[src/rtl/int_exec_alu_pkg.sv]
package int_exec_alu_pkg;
   typedef enum logic [3:0] {
      OP_ADD  = 4'd0,
      OP_ADDW = 4'd1,
      OP_SUB  = 4'd2,
      OP_SUBW = 4'd3,
      OP_AND  = 4'd4,
      OP_OR   = 4'd5,
      OP_XOR  = 4'd6,
      OP_NOR  = 4'd7,
      OP_SLT  = 4'd8,
      OP_SLTU = 4'd9,
      OP_UPI  = 4'd10,
      OP_SLL  = 4'd11,
      OP_SRL  = 4'd12,
      OP_SRA  = 4'd13
   } alu_op_e;

   typedef enum logic [1:0] {
      SH_LEFT  = 2'd0,
      SH_RLOG  = 2'd1,
      SH_RARI  = 2'd2
   } shift_kind_e;

   typedef enum logic [1:0] {
      LG_AND = 2'd0,
      LG_OR  = 2'd1,
      LG_XOR = 2'd2,
      LG_NOR = 2'd3
   } logic_fn_e;
endpackage

[src/rtl/int_exec_addsub.sv]
module int_exec_addsub #(
   parameter int WIDTH = 32
) (
   input  logic [WIDTH-1:0] opa,
   input  logic [WIDTH-1:0] opb,
   input  logic             subtract,
   output logic [WIDTH-1:0] sum,
   output logic             sgn_ovf,
   output logic             lt_signed,
   output logic             lt_unsigned
);
   localparam int MSB = WIDTH - 1;

   logic [WIDTH-1:0] b_eff;
   logic [WIDTH:0]   wide;

   always_comb begin
      b_eff       = subtract ? ~opb : opb;
      wide        = {1'b0, opa} + {1'b0, b_eff} + {{WIDTH{1'b0}}, subtract};
      sum         = wide[MSB:0];
      sgn_ovf     = (opa[MSB] == b_eff[MSB]) && (sum[MSB] != opa[MSB]);
      lt_unsigned = ~wide[WIDTH];
      lt_signed   = (opa[MSB] != opb[MSB]) ? opa[MSB] : sum[MSB];
   end
endmodule

[src/rtl/int_exec_logic.sv]
module int_exec_logic
   import int_exec_alu_pkg::*;
#(
   parameter int WIDTH = 32
) (
   input  logic [WIDTH-1:0] opa,
   input  logic [WIDTH-1:0] opb,
   input  logic_fn_e        fn,
   output logic [WIDTH-1:0] y
);
   always_comb begin
      unique case (fn)
         LG_AND:  y = opa & opb;
         LG_OR:   y = opa | opb;
         LG_XOR:  y = opa ^ opb;
         default: y = ~(opa | opb);
      endcase
   end
endmodule

[src/rtl/int_exec_shifter.sv]
module int_exec_shifter
   import int_exec_alu_pkg::*;
#(
   parameter int WIDTH  = 32,
   parameter bit BARREL = 1'b1,
   localparam int SHW   = $clog2(WIDTH)
) (
   input  logic [WIDTH-1:0] val,
   input  logic [SHW-1:0]   amt,
   input  shift_kind_e      kind,
   output logic [WIDTH-1:0] y
);
   if (BARREL) begin : g_stages
      logic [WIDTH-1:0] stg [SHW+1];
      logic [WIDTH-1:0] rev_in;
      logic [WIDTH-1:0] rev_out;
      logic             fill;

      always_comb begin
         for (int i = 0; i < WIDTH; i++) rev_in[i] = val[WIDTH-1-i];
         fill = (kind == SH_RARI) & val[WIDTH-1];
      end

      assign stg[0] = (kind == SH_LEFT) ? rev_in : val;

      for (genvar s = 0; s < SHW; s++) begin : g_lvl
         localparam int D = 1 << s;
         assign stg[s+1] = amt[s] ? {{D{fill}}, stg[s][WIDTH-1:D]} : stg[s];
      end

      always_comb begin
         for (int i = 0; i < WIDTH; i++) rev_out[i] = stg[SHW][WIDTH-1-i];
         y = (kind == SH_LEFT) ? rev_out : stg[SHW];
      end
   end else begin : g_flat
      always_comb begin
         unique case (kind)
            SH_LEFT: y = val << amt;
            SH_RLOG: y = val >> amt;
            default: y = $unsigned($signed(val) >>> amt);
         endcase
      end
   end
endmodule

[src/rtl/int_exec_alu.sv]
module int_exec_alu
   import int_exec_alu_pkg::*;
#(
   parameter int WIDTH  = 32,
   parameter int IMM_W  = 16,
   parameter bit BARREL = 1'b1,
   localparam int SHW   = $clog2(WIDTH)
) (
   input  logic [3:0]       op_sel,
   input  logic [WIDTH-1:0] src_a,
   input  logic [WIDTH-1:0] src_b,
   input  logic [IMM_W-1:0] imm_val,
   input  logic             b_is_imm,
   input  logic             imm_signed,
   input  logic [SHW-1:0]   shamt,
   input  logic             amt_from_reg,
   output logic [WIDTH-1:0] result,
   output logic             ovf_trap,
   output logic             wr_ok
);
   localparam int LOW_W = WIDTH - IMM_W;

   if ((1 << SHW) != WIDTH) begin : g_chk_pow2
      $error("WIDTH must be a power of two");
   end
   if (IMM_W < 1 || IMM_W >= WIDTH) begin : g_chk_imm
      $error("IMM_W must be between 1 and WIDTH-1");
   end

   logic [WIDTH-1:0] imm_ext;
   logic [WIDTH-1:0] opb;
   logic [WIDTH-1:0] as_sum, lg_y, sh_y;
   logic             as_ovf, as_lts, as_ltu, as_sub;
   logic [SHW-1:0]   sh_amt;
   logic_fn_e        lg_fn;
   shift_kind_e      sh_kind;

   always_comb begin
      imm_ext = {{LOW_W{imm_signed & imm_val[IMM_W-1]}}, imm_val};
      opb     = b_is_imm ? imm_ext : src_b;
      as_sub  = (op_sel != OP_ADD) && (op_sel != OP_ADDW);
      lg_fn   = logic_fn_e'(op_sel[1:0]);
      sh_amt  = amt_from_reg ? src_b[SHW-1:0] : shamt;
      unique case (op_sel)
         OP_SRL:  sh_kind = SH_RLOG;
         OP_SRA:  sh_kind = SH_RARI;
         default: sh_kind = SH_LEFT;
      endcase
   end

   int_exec_addsub #(.WIDTH(WIDTH)) u_addsub (
      .opa(src_a), .opb(opb), .subtract(as_sub),
      .sum(as_sum), .sgn_ovf(as_ovf),
      .lt_signed(as_lts), .lt_unsigned(as_ltu)
   );

   int_exec_logic #(.WIDTH(WIDTH)) u_logic (
      .opa(src_a), .opb(opb), .fn(lg_fn), .y(lg_y)
   );

   int_exec_shifter #(.WIDTH(WIDTH), .BARREL(BARREL)) u_shift (
      .val(src_a), .amt(sh_amt), .kind(sh_kind), .y(sh_y)
   );

   always_comb begin
      result   = '0;
      ovf_trap = 1'b0;
      unique case (op_sel)
         OP_ADD, OP_SUB: begin
            result   = as_sum;
            ovf_trap = as_ovf;
         end
         OP_ADDW, OP_SUBW:               result = as_sum;
         OP_AND, OP_OR, OP_XOR, OP_NOR:  result = lg_y;
         OP_SLT:                         result = {{(WIDTH-1){1'b0}}, as_lts};
         OP_SLTU:                        result = {{(WIDTH-1){1'b0}}, as_ltu};
         OP_UPI:                         result = {imm_val, {LOW_W{1'b0}}};
         OP_SLL, OP_SRL, OP_SRA:         result = sh_y;
         default:                        result = '0;
      endcase
      wr_ok = ~ovf_trap;
   end
endmodule

[config.mk]
export PLATFORM = sky130hd
export DESIGN_NAME = int_exec_alu
export DESIGN_NICKNAME = d
export VERILOG_FILES = /design/src/rtl/int_exec_alu_pkg.sv /design/src/rtl/int_exec_addsub.sv /design/src/rtl/int_exec_logic.sv /design/src/rtl/int_exec_shifter.sv /design/src/rtl/int_exec_alu.sv
export SDC_FILE = /design/constraint.sdc
export NUM_CORES = 1
export LEC_CHECK = 0
export CAP_MARGIN = 5
export CELL_PAD_IN_SITES_DETAIL_PLACEMENT = 0
export CELL_PAD_IN_SITES_GLOBAL_PLACEMENT = 1
export CORE_UTILIZATION = 35
export DETAILED_ROUTE_END_ITERATION = 12
export PLACE_DENSITY = 0.79
export REMOVE_ABC_BUFFERS = 1
export SYNTH_ARGS = -nofsm -noshare
export SYNTH_HDL_FRONTEND = slang
export SYNTH_SLANG_ARGS = --single-unit
[constraint.sdc]
create_clock -name vclk -period 7.3
set_clock_uncertainty 0.2 [all_clocks]
set_input_delay 0.73 -clock vclk [all_inputs]
set_output_delay 0.73 -clock vclk [all_outputs]
set_load 0.02 [all_outputs]
==> results_dict.tcl <==
set metrics [dict create \
    outcome "finished, final reports clean" \
    grt_max_degree 51 \
    final.period_utilization_pct 90.18 \
    crit_start "op_sel[2]" \
    leakagePower_nw 4.099 \
    tns_ns 0 \
    cap_violations 0 \
    cp_max_fo 21 \
    cts_hold_buf 0 \
    seq_cell_count 0 \
    syn_area_sq_mm 0.008473 \
    fp.dieH_um 157.6 \
    layout.cells.non_filler 1500 \
    grt_pass1_vias 8438 \
    cts_setup_buffers 0 \
    seqCellArea_sq_um 0 \
    drc 0 \
    nClkBuffers 0 \
    antenna_found_initial 1 \
    drtPass1Iterations 5 \
    drive_gt1_share_pct 8.651 \
    die_area_sq_mm 0.02483 \
    num_io_pins 126 \
    rsz0062_at_grt "false" \
    antenna_left 0 \
    hold_class "in2out" \
    slowest_stage "or3_2" \
    slew_headroom_pct 39.72 \
    cp_top_family "compound AO/OA/AOI/OAI gates" \
    gp_congestion 0.9961 \
    wire_per_inst_um 25.40 \
    dpl.cell_count 1498 \
    via_per_inst 6.163 \
    die_w_um 157.6 \
    use_met1_pct 43.13 \
    critical_path_arrival_ns 5.65 \
    startpoint_type "input pin" \
    route.vias.total 9244 \
    grt_pass1_wl_um 55740 \
    grt_busiest_layer "met2" \
    min_period_ns 6.583 \
    area_delta_synth_final_pct 16.54 \
    hpwl_um 30110 \
    crit_path_end_kind "output pin" \
    setup_viol 0 \
    syn_avg_cell_area_sq_um 7.640 \
    yosys.area.top_type "ha_1" \
    crit_top_cell "clkdlybuf4s50_1" \
    slowest_delay_ns 0.82 \
    ys_seq_area_share_pct 0 \
    portBuffers 126 \
    globalRouteMet3Util_pct 2.546 \
    max_freq_ghz 0.1519 \
    timing.critical_path.cells "clkdlybuf4s50_1 -> or3_2 -> xnor2_1 -> ha_1 -> a211oi_1 -> inv_1 -> o211ai_1 -> nand3_1 -> a32o_1 -> a311oi_1 -> xor2_1 -> o2111ai_1 -> clkdlybuf4s50_1" \
    mostFrequentLayoutCells "123 x clkdlybuf4s50_1, 109 x nand2_1, 96 x ha_1" \
    placementRows 56 \
    yosys-top-cells-area "ha_1 14%, mux2i_1 11%, mux4_2 7.2%" \
    postSynthCellCount 1109 \
    nets 1370 \
    totalPowerFinal_w 0.001072 \
    drt_iter0_drc 799 \
    ir_drop_uv 52.65 \
    yosys_warnings 0 \
    drv_slew 0 \
    cp_data_required_time_ns 6.37 \
    hold_path_startpoint "op_sel[0]" \
    cts_resized 0 \
    gr-usage-met2_pct 47.87 \
    power_density_mw_per_mm2 108.6 \
    initial_core_util_pct 35.88 \
    tightestPinTransition_ns 0.8973 \
    path_class "in2out" \
    hold_depth 6 \
    track_usage_pct 30.34 \
    cp.buffers_inverters 3 \
    wl_um 38090 \
    layout_commonest_cell "clkdlybuf4s50_1" \
    yosys.cell_types.count 86 \
    grt_overflow 0 \
    finalHoldViolations 0 \
    whs_endpoint "result[7]" \
    synth_top_area_share_pct 14.18 \
    core_sq_mm 0.02361 \
]
==> stage by stage <==
| step | setup WS, ns | util [%] | area [sq um] | hold WS (ns) |
|---|---|---|---|---|
| 6_report | 0.7171 | 41.82 | 9874 | 2.653 |
| 5_1_grt | 0.5551 | 41.80 | 9869 | 2.680 |
| 4_1_cts | 0.7955 | 41.80 | 9869 | 2.643 |
| 3_5_place_dp | 0.7997 | 41.80 | 9869 | 2.646 |
| 3_3_place_gp | 0.8352 | 41.80 | 9869 | 2.638 |
| 2_1_floorplan | 1.889 | - | 7985 | 1.350 |
==> how the worst max path moves through the flow <==
| stage | endpoint | cells after the start |
|---|---|---|
| final | result[28] | 13 |
| after global routing | result[28] | 13 |
| after CTS | result[29] | 14 |
| after detailed placement | result[29] | 14 |
| after global placement | result[29] | 14 |
| after floorplan | result[29] | 11 |
==> power breakdown <==
group	switching (W)	internal, W
sequential	0	0
combinational	0.000636	0.000436
clock	0	0.0000000000203
==> synthesized netlist by cell type, types with 16 or more instances <==
cell type	number
nor2_1	83
xnor2_1	66
ha_1	96
nand3_1	16
clkbuf_1	34
nor2b_1	17
o22ai_1	19
mux4_2	27
o21ai_0	73
nand2_1	109
mux2i_1	96
xor2_1	26
inv_1	70
buf_2	19
a21oi_1	77
a211oi_1	34
==> area by class of cell <==
cell class | count | area (sq um)
tap | 319 | 399.1
fill | 2473 | 13740
multi-input combinational | 955 | 7736
inverter | 70 | 262.8
timing repair buffer | 154 | 1471
antenna | 2 | 5.005
==> layer usage <==
| layer | vias to the layer above | share of wire, % |
|---|---|---|
| li1 | 4281 | - |
| met1 | 4477 | 45 |
| met2 | 429 | 44 |
| met3 | 57 | 7.2 |
| met4 | 0 | 3.8 |
| met5 | - | 0 |
==> kinds of logic after synthesis <==
kind of cell    Yosys count  synth area share (%)
xor+xnor                 92                 9.510
mux                     149                 24.66
fa+ha+maj                97                 14.41
buf+inv                 154                 8.860
compound gates          344                 28.13
simple gates            273                 14.43
Power figures use the tool's default switching activity.
